`src/rtl/frac_div_pkg.sv`:
```
package frac_div_pkg;
  localparam int ARITH_W = 16;

  // Divisor with the lower clamp applied.
  function automatic logic [ARITH_W-1:0] eff_div(input logic [ARITH_W-1:0] d);
    return (d < 2) ? ARITH_W'(2) : d;
  endfunction

  // Length of one divided period in input clocks.
  function automatic logic [ARITH_W-1:0] period_len(input logic [ARITH_W-1:0] d,
                                                    input logic stretch);
    return eff_div(d) + ARITH_W'(stretch);
  endfunction
endpackage

```
`src/rtl/fd_cfg_stage.sv`:
```
module fd_cfg_stage #(
  parameter int DIV_W   = 7,
  parameter int LEN_W   = 3,
  parameter int PAT_W   = 8,
  parameter int DEF_DIV = 8,
  parameter int DEF_LEN = 0,
  parameter int DEF_PAT = 0
) (
  input  logic             clk,
  input  logic             rst_n,
  input  logic             we,
  input  logic [DIV_W-1:0] wr_div,
  input  logic [LEN_W-1:0] wr_len,
  input  logic [PAT_W-1:0] wr_pat,
  input  logic             cycle_end,
  output logic [DIV_W-1:0] act_div,
  output logic [LEN_W-1:0] act_len,
  output logic [PAT_W-1:0] act_pat,
  output logic [LEN_W-1:0] stg_len
);
  logic [DIV_W-1:0] stg_div;
  logic [PAT_W-1:0] stg_pat;

  always_ff @(posedge clk) begin
    if (!rst_n) begin
      stg_div <= DIV_W'(DEF_DIV);
      stg_len <= LEN_W'(DEF_LEN);
      stg_pat <= PAT_W'(DEF_PAT);
    end else if (we) begin
      stg_div <= wr_div;
      stg_len <= wr_len;
      stg_pat <= wr_pat;
    end
  end

  always_ff @(posedge clk) begin
    if (!rst_n) begin
      act_div <= DIV_W'(DEF_DIV);
      act_len <= LEN_W'(DEF_LEN);
      act_pat <= PAT_W'(DEF_PAT);
    end else if (cycle_end) begin
      act_div <= stg_div;
      act_len <= stg_len;
      act_pat <= stg_pat;
    end
  end

  // the working copy moves only at a replay-cycle boundary
  assert_cfg_hold_R7: assert property (@(posedge clk) disable iff (!rst_n)
    !cycle_end |=> ($stable(act_div) && $stable(act_len) && $stable(act_pat)));
endmodule

```
`src/rtl/fd_seq_ptr.sv`:
```
module fd_seq_ptr #(
  parameter int LEN_W   = 3,
  parameter int PAT_W   = 8,
  parameter int DEF_LEN = 0
) (
  input  logic             clk,
  input  logic             rst_n,
  input  logic             strobe,
  input  logic [LEN_W-1:0] act_len,
  input  logic [PAT_W-1:0] act_pat,
  input  logic [LEN_W-1:0] stg_len,
  output logic             sel,
  output logic             cycle_end
);
  logic [LEN_W-1:0] pos;
  logic             last_pos;

  assign last_pos  = (pos == '0);
  assign cycle_end = strobe && last_pos;
  assign sel       = (act_len != '0) && act_pat[pos];

  always_ff @(posedge clk) begin
    if (!rst_n)        pos <= LEN_W'(DEF_LEN);
    else if (cycle_end) pos <= stg_len;
    else if (strobe)    pos <= pos - 1'b1;
  end

  // position never exceeds the working length field
  assert_pos_bound_R4: assert property (@(posedge clk) disable iff (!rst_n)
    pos <= act_len);
  // inside a cycle the position steps down by one per period
  assert_pos_step_R4: assert property (@(posedge clk) disable iff (!rst_n)
    (strobe && !last_pos) |=> (pos == $past(pos) - 1'b1));
  // a zero length field never selects the stretched period
  assert_len0_plain_R5: assert property (@(posedge clk) disable iff (!rst_n)
    (act_len == '0) |-> !sel);
endmodule

```
`src/rtl/fd_period_cnt.sv`:
```
module fd_period_cnt
  import frac_div_pkg::*;
#(
  parameter int DIV_W = 7
) (
  input  logic             clk,
  input  logic             rst_n,
  input  logic [DIV_W-1:0] act_div,
  input  logic             sel,
  output logic             strobe
);
  localparam int CNT_W = DIV_W + 1;

  logic [CNT_W-1:0]   cnt;
  logic [ARITH_W-1:0] plen;
  logic [CNT_W-1:0]   last_cnt;

  assign plen     = period_len(ARITH_W'(act_div), sel);
  assign last_cnt = CNT_W'(plen - 1);
  assign strobe   = rst_n && (cnt == last_cnt);

  always_ff @(posedge clk) begin
    if (!rst_n)      cnt <= '0;
    else if (strobe) cnt <= '0;
    else             cnt <= cnt + 1'b1;
  end

  always_comb begin
    // the clamped divisor is never below two
    assert_div_floor_R6: assert (eff_div(ARITH_W'(act_div)) >= 2);
  end

  // the counter never runs past the period end
  assert_cnt_bound_R2: assert property (@(posedge clk) disable iff (!rst_n)
    cnt <= last_cnt);
  // a strobe is always followed by a low cycle
  assert_strobe_single_R8: assert property (@(posedge clk) disable iff (!rst_n)
    strobe |=> !strobe);
endmodule

```
`src/rtl/frac_clk_div.sv`:
```
module frac_clk_div #(
  parameter int DIV_W   = 7,
  parameter int LEN_W   = 3,
  parameter int DEF_DIV = 8,
  parameter int DEF_LEN = 0,
  parameter int DEF_PAT = 0
) (
  input  logic                clk,
  input  logic                rst_n,
  input  logic                cfg_we,
  input  logic [DIV_W-1:0]    cfg_int_div,
  input  logic [LEN_W-1:0]    cfg_len,
  input  logic [(1<<LEN_W)-1:0] cfg_pattern,
  output logic                div_strobe
);
  localparam int PAT_W = 1 << LEN_W;

  logic [DIV_W-1:0] act_div;
  logic [LEN_W-1:0] act_len;
  logic [PAT_W-1:0] act_pat;
  logic [LEN_W-1:0] stg_len;
  logic             sel;
  logic             cycle_end;
  logic             strobe;

  fd_cfg_stage #(
    .DIV_W(DIV_W), .LEN_W(LEN_W), .PAT_W(PAT_W),
    .DEF_DIV(DEF_DIV), .DEF_LEN(DEF_LEN), .DEF_PAT(DEF_PAT)
  ) u_cfg (
    .clk(clk), .rst_n(rst_n), .we(cfg_we),
    .wr_div(cfg_int_div), .wr_len(cfg_len), .wr_pat(cfg_pattern),
    .cycle_end(cycle_end),
    .act_div(act_div), .act_len(act_len), .act_pat(act_pat), .stg_len(stg_len)
  );

  fd_seq_ptr #(.LEN_W(LEN_W), .PAT_W(PAT_W), .DEF_LEN(DEF_LEN)) u_seq (
    .clk(clk), .rst_n(rst_n), .strobe(strobe),
    .act_len(act_len), .act_pat(act_pat), .stg_len(stg_len),
    .sel(sel), .cycle_end(cycle_end)
  );

  fd_period_cnt #(.DIV_W(DIV_W)) u_cnt (
    .clk(clk), .rst_n(rst_n), .act_div(act_div), .sel(sel), .strobe(strobe)
  );

  assign div_strobe = strobe;

  // no strobe while reset is held
  assert_quiet_reset_R1: assert property (@(posedge clk) !rst_n |-> !div_strobe);
endmodule

```
`config.mk`:
```
export PLATFORM = sky130hd
export DESIGN_NAME = frac_clk_div
export DESIGN_NICKNAME = d
export VERILOG_FILES = /design/src/rtl/frac_div_pkg.sv /design/src/rtl/fd_cfg_stage.sv /design/src/rtl/fd_seq_ptr.sv /design/src/rtl/fd_period_cnt.sv /design/src/rtl/frac_clk_div.sv
export SDC_FILE = /design/constraint.sdc
export NUM_CORES = 1
export LEC_CHECK = 0
export ABC_AREA = 0
export BUFFER_PORTS_ARGS = -buffer_cell sky130_fd_sc_hd__buf_2
export CORE_MARGIN = 2
export CORE_UTILIZATION = 30
export CTS_CLUSTER_DIAMETER = 30
export DETAILED_ROUTE_END_ITERATION = 16
export PLACE_DENSITY_LB_ADDON = 0.12
export SYNTH_ARGS = -nofsm -noshare
export SYNTH_HDL_FRONTEND = slang
export SYNTH_SLANG_ARGS = --single-unit
```
`constraint.sdc`:
```
create_clock -name clk -period 11.2 [get_ports clk]
set_input_delay 2.24 -clock clk [delete_from_list [all_inputs] [get_ports clk]]
set_output_delay 2.24 -clock clk [all_outputs]
set_load 0.03 [all_outputs]
```
* After elaboration in Yosys (flattened, before gate mapping)
Index checks and enable logic that the tools add are counted.
Word-level totals: flip-flop bits (word level) 47, input bits 21, output and inout port bits 1, word-level logic and storage cells 28
Operators by class: add/sub/neg operators 4, magnitude comparators 2, equality and inequality tests 1, multiplexer cells 5, bitwise logic cells 1, reductions and logical operators 7
Operator list (count):
- 8-bit by 1-bit adder with 8-bit output | 1
- 8-bit by 1-bit adder with 8-bit output (second input constant) | 1
- 8-bit equality test | 1
- 8-bit by 1-bit subtractor with 8-bit output (second input constant) | 1
- 7-bit by 2-bit less-than comparator with 1-bit output (second input constant) | 1
- 7-bit two-way mux | 1
- 3-bit two-way mux | 2
- 3-bit by 4-bit less-than comparator with 1-bit output (second input constant) | 1
- 1-bit binary-select mux with 3-bit select | 1
- 1-bit logical AND | 3
- 3-bit zero test | 1
- 3-bit nonzero test | 1
- 3-bit by 1-bit subtractor with 3-bit output (second input constant) | 1
- 2-bit nonzero test | 1
- 2-bit OR reduction | 1
- 1-bit two-way mux | 1
- 1-bit NOT | 1

* Depth between registers and ports, before layout
depth after elaboration 9, depth in mapped cells 12, depth with buffers taken out 11

* Hierarchy
A second synthesis with hierarchy kept.
Second synthesis, totals: cells, all modules 225, area, all modules 2278.4 µm²
By module, submodules not included:
- fd_cfg_stage | times used 1, cells an instance 115, area an instance 1375.1 µm², seq. area each 720.7 µm²
- fd_period_cnt | times used 1, cells an instance 77, area an instance 624.3 µm², seq. area each 160.2 µm²
- fd_seq_ptr | times used 1, cells an instance 33, area an instance 279.0 µm², seq. area each 60.1 µm²

* Least setup slack after synthesis
Ideal clock, no wire load.
path type register to output, start register u_seq.pos[0], end output div_strobe, arrival time 3.070 ns, required time 8.960 ns, path slack 5.890 ns, stages on the path, launching flop included 10, path buffers 0, cells stage by stage dfxtp_1 > mux4_2 > mux2_2 > o31ai_1 > ha_1 > or3b_4 > and2_1 > or3_4 > a211oi_2 > and2_1
On the way: cells in the longest elaborated chain, start to end 7
RTL lines:
- from (decl) | RTL line fd_seq_ptr.sv:15 | logic [LEN_W-1:0] pos;
- from (signal assigned) | RTL line fd_seq_ptr.sv:23 | if (!rst_n) pos <= LEN_W'(DEF_LEN);
- from (signal assigned) | RTL line fd_seq_ptr.sv:24 | else if (cycle_end) pos <= stg_len;
- from (signal assigned) | RTL line fd_seq_ptr.sv:25 | else if (strobe) pos <= pos - 1'b1;
- 1-bit binary-select mux with 3-bit select | RTL line fd_seq_ptr.sv:20 | assign sel = (act_len != '0) && act_pat[pos];
- 1-bit two-way mux (not written as such) | RTL line fd_seq_ptr.sv:20
- 1-bit logical AND | RTL line fd_seq_ptr.sv:20
- 8-bit by 1-bit adder with 8-bit output | RTL line frac_div_pkg.sv:12 | return eff_div(d) + ARITH_W'(stretch);
- 8-bit by 1-bit subtractor with 8-bit output | RTL line fd_period_cnt.sv:19 | assign last_cnt = CNT_W'(plen - 1);
- 8-bit equality test | RTL line fd_period_cnt.sv:20 | assign strobe = rst_n && (cnt == last_cnt);
- 1-bit logical AND | RTL line fd_period_cnt.sv:20
- to (decl) | RTL line frac_clk_div.sv:14 | output logic div_strobe
No other way between the ends. The select of a mux whose other input is x is not followed.

* Worst setup path in the final report
Ends and elaborated chain as after synthesis.

==> results.cfg <==
[power_and_ir_drop]
power.leakage_nw = 0.918
fin_total_pwr_mw = 0.296
p_per_area_nw_per_um2 = 125
worst_ir_drop_vdd_mv = 0.0612

[synthesis]
postSynth.topFlopCell = dfxtp_1
ys_async_sr_fraction = 0
synth.top_cell.area_share = 0.449
number_of_library_cell_types_mapped_by_synthesis = 35
synth.cell_area_um2 = 2100
synth_seq_area_share = 0.449
yosysMostFrequentCell = dfxtp_1
synth_fp_nets = 251
yosys_warnings = 0
yosys.area.top_type = dfxtp_1
synth_cells = 225
synth-edff-count = 0
synth.cells.most_frequent = dfxtp_1, nand2_1, nor2_1
synth.top_cells.by_area = dfxtp_1, mux2i_1, nand2_1
avgSynthCellArea_um2 = 9.31
ys_seq_elements = 47

[setup_path]
critical_path.startpoint_type = flop
timing.critical_path.arrival_ps = 3640
worst-r2r-cell-count = 10
endpoint_kind = output port
cp-startpoint = u_seq.pos[0]
register_to_register_setup_slack_ps = 7670
critical_path.reg2reg.startpoint = u_seq.pos[0]
critPathCapture = div_strobe
worst_ep_required_time_ps = 8960
r2r-end = u_cnt.cnt[7]
critical_path.max_fanout = 7
setup.worst_path.class = flop to output port

[clock_tree]
clk_transition_reported_paths_ps = 90
cts_repair_resize_count = 0
insertion_delay_ps = 300
hold_fix_buffers_cts = 0
ctsHtreeMaxLevel = 2
numClockSinks = 47
cts_tree = yes
cts_max_path_buffers = 2
cts_inserted_buffers = 5
root_buffer = clkbuf_8
cts.repair_timing.setup_buffer_count = 0

[timing]
timing_hold_violations_final = 0
hold_slack_ps = 447
finalSetupTns_ps = 0
setup_viol_count_final = 0
final-max-slew-violation-count = 0
worst_case_clock_skew_ps = 6.63
max_slew.worst_pin.slew_ps = 773
period_share = 0.525
fmax_mhz = 170
final_critical_path_setup_slack_ps = 5320
finalCriticalPeriod_ps = 5880
max-slew-margin-rel = 0.484
setup_repair_after_global_routing_missed_its_margin = no

[global_route]
globalRouteTotalUtil = 0.124
globalRouteOverflowTotal = 0
grt_pass1_wl_um = 7460
grt_antenna_before_repair = 0
grt_start_max_net_pins = 37
first_global_vias = 1598

[layout]
num-fill-cells = 724
antennaDiodeCount = 0
multiInputGateArea_um2 = 1070
fin_nets = 270
post_route_cells_drive_above_1_share = 0.163
layoutNonFillerInstCount = 341
area.growth.synth_to_final_pct = 12.4
final-seq-area_um2 = 941

[drt]
antenna_left = 0
drtIter0Drc = 61
num_vias = 1552
detail_route.first_pass.iterations = 4
detail_route.wl_per_cell_um = 12.0
drc = 0
total_wirelength_of_the_detailed_routed_design_um = 4110
via_per_inst = 4.55

[floorplan]
row_count = 30
fp.dieH_um = 87.6
dieArea_um2 = 7670
die_width_um = 87.6
placeableCoreArea_um2 = 6790
initial_core_util = 0.308
top_level_ports = 22

[place]
io_buffer_count = 21
gp_routability_congestion = 0.728
dp.cells = 333
final_hpwl_from_detailed_placement_um = 2900
pre_cts_ws_ps = 5600

[status]
run_status = complete, no violations

[worst_hold_path]
worstHoldPathType = flop to flop

[flow_run]
max_cap_viol_count = 0
-- cell families (layout without fill, tap and decap cells) --
family,Yosys count,count (layout),synth area share
AND/OR/NAND/NOR,87,87,0.189
AO/OA/AOI/OAI,34,34,0.112
XOR/XNOR,13,13,0.0543
adder cells (fa/ha/maj),5,5,0.0299
multiplexers,24,24,0.128
buffers and inverters,15,35,0.0382
flip-flops,47,47,0.449
-- stage by stage --
stage,utilization,instance area (um2)
after floorplan,-,2100
after global placement,0.334,2270
after detailed placement,0.334,2270
after CTS,0.347,2360
after global routing,0.347,2360
final,0.347,2360
-- metal layers --
layer / global-route usage / routed length, um / vias to the layer above
li1: - / - / 807
met1: 0.161 / 2050 / 724
met2: 0.202 / 1890 / 15
met3: 0.0292 / 104 / 6
met4: 0.0420 / 62 / 0
met5: 0 / 0 / -
-- worst max-delay path, stage by stage, from the launching register on --
cell and delay, ps:
dfxtp_1 450, mux4_2 520, mux2_2 270, o31ai_1 90, ha_1 240, or3b_4 400
and2_1 180, or3_4 350, a211oi_2 470, and2_1 190, buf_2 190
-- state kept, by name, summed over array words and instances (netlist names) --
name and count:
u_cfg.act_div 7, u_cfg.act_len 3, u_cfg.act_pat 8, u_cfg.stg_div 7, u_cfg.stg_len 3, u_cfg.stg_pat 8, u_cnt.cnt 8, u_seq.pos 3
-- how the worst min path moves through the flow --
stage | startpoint | to | cells past startpoint
floorplan | u_cfg.stg_pat[6] | u_cfg.act_pat[6] | 2
global placement | u_cfg.act_div[0] | u_cfg.act_div[0] | 2
detailed placement | u_cfg.stg_pat[2] | u_cfg.act_pat[2] | 2
CTS | u_cfg.stg_pat[2] | u_cfg.act_pat[2] | 2
global route | u_cfg.stg_pat[1] | u_cfg.act_pat[1] | 2
finish | u_cfg.stg_pat[2] | u_cfg.act_pat[2] | 2
-- placed cells by master, fill, tap and decap left out, types with 2 or more instances in the layout --
cell | Yosys | layout
dfxtp_1 | 47 | 47
nand2_1 | 34 | 34
nor2_1 | 28 | 28
buf_2 | 1 | 21
mux2i_1 | 20 | 20
o21ai_1 | 16 | 16
nand3_1 | 8 | 8
xnor2_1 | 7 | 7
xor2_1 | 6 | 6
inv_1 | 5 | 5
ha_1 | 5 | 5
clkbuf_8 | 0 | 5
o31ai_1 | 3 | 3
o21ai_0 | 3 | 3
nor3_1 | 3 | 3
a21oi_1 | 3 | 3
mux4_2 | 2 | 2
mux2_2 | 2 | 2
and2_1 | 2 | 2
a31oi_1 | 2 | 2
and4_1 | 2 | 2
nor3b_1 | 2 | 2
a211oi_2 | 2 | 2
nand2b_1 | 2 | 2
and3_1 | 2 | 2
clkinvlp_4 | 0 | 2
-- area by class of cell --
cell class                 count  share of cell area
clock buffer                   5              0.0292
tap                           96              0.0510
clock inverter                 3             0.00850
multi-input combinational    163               0.456
timing repair buffer          22              0.0478
inverter                       5             0.00797
sequential                    47               0.399
-- power by group --
part           internal (mW)  total, mW  switching [mW]
registers              0.172      0.176         0.00360
logic                0.00892     0.0184         0.00950
clock network         0.0435      0.102          0.0581
total                  0.224      0.296          0.0712
Note: power is estimated with default switching activity, not from simulation.
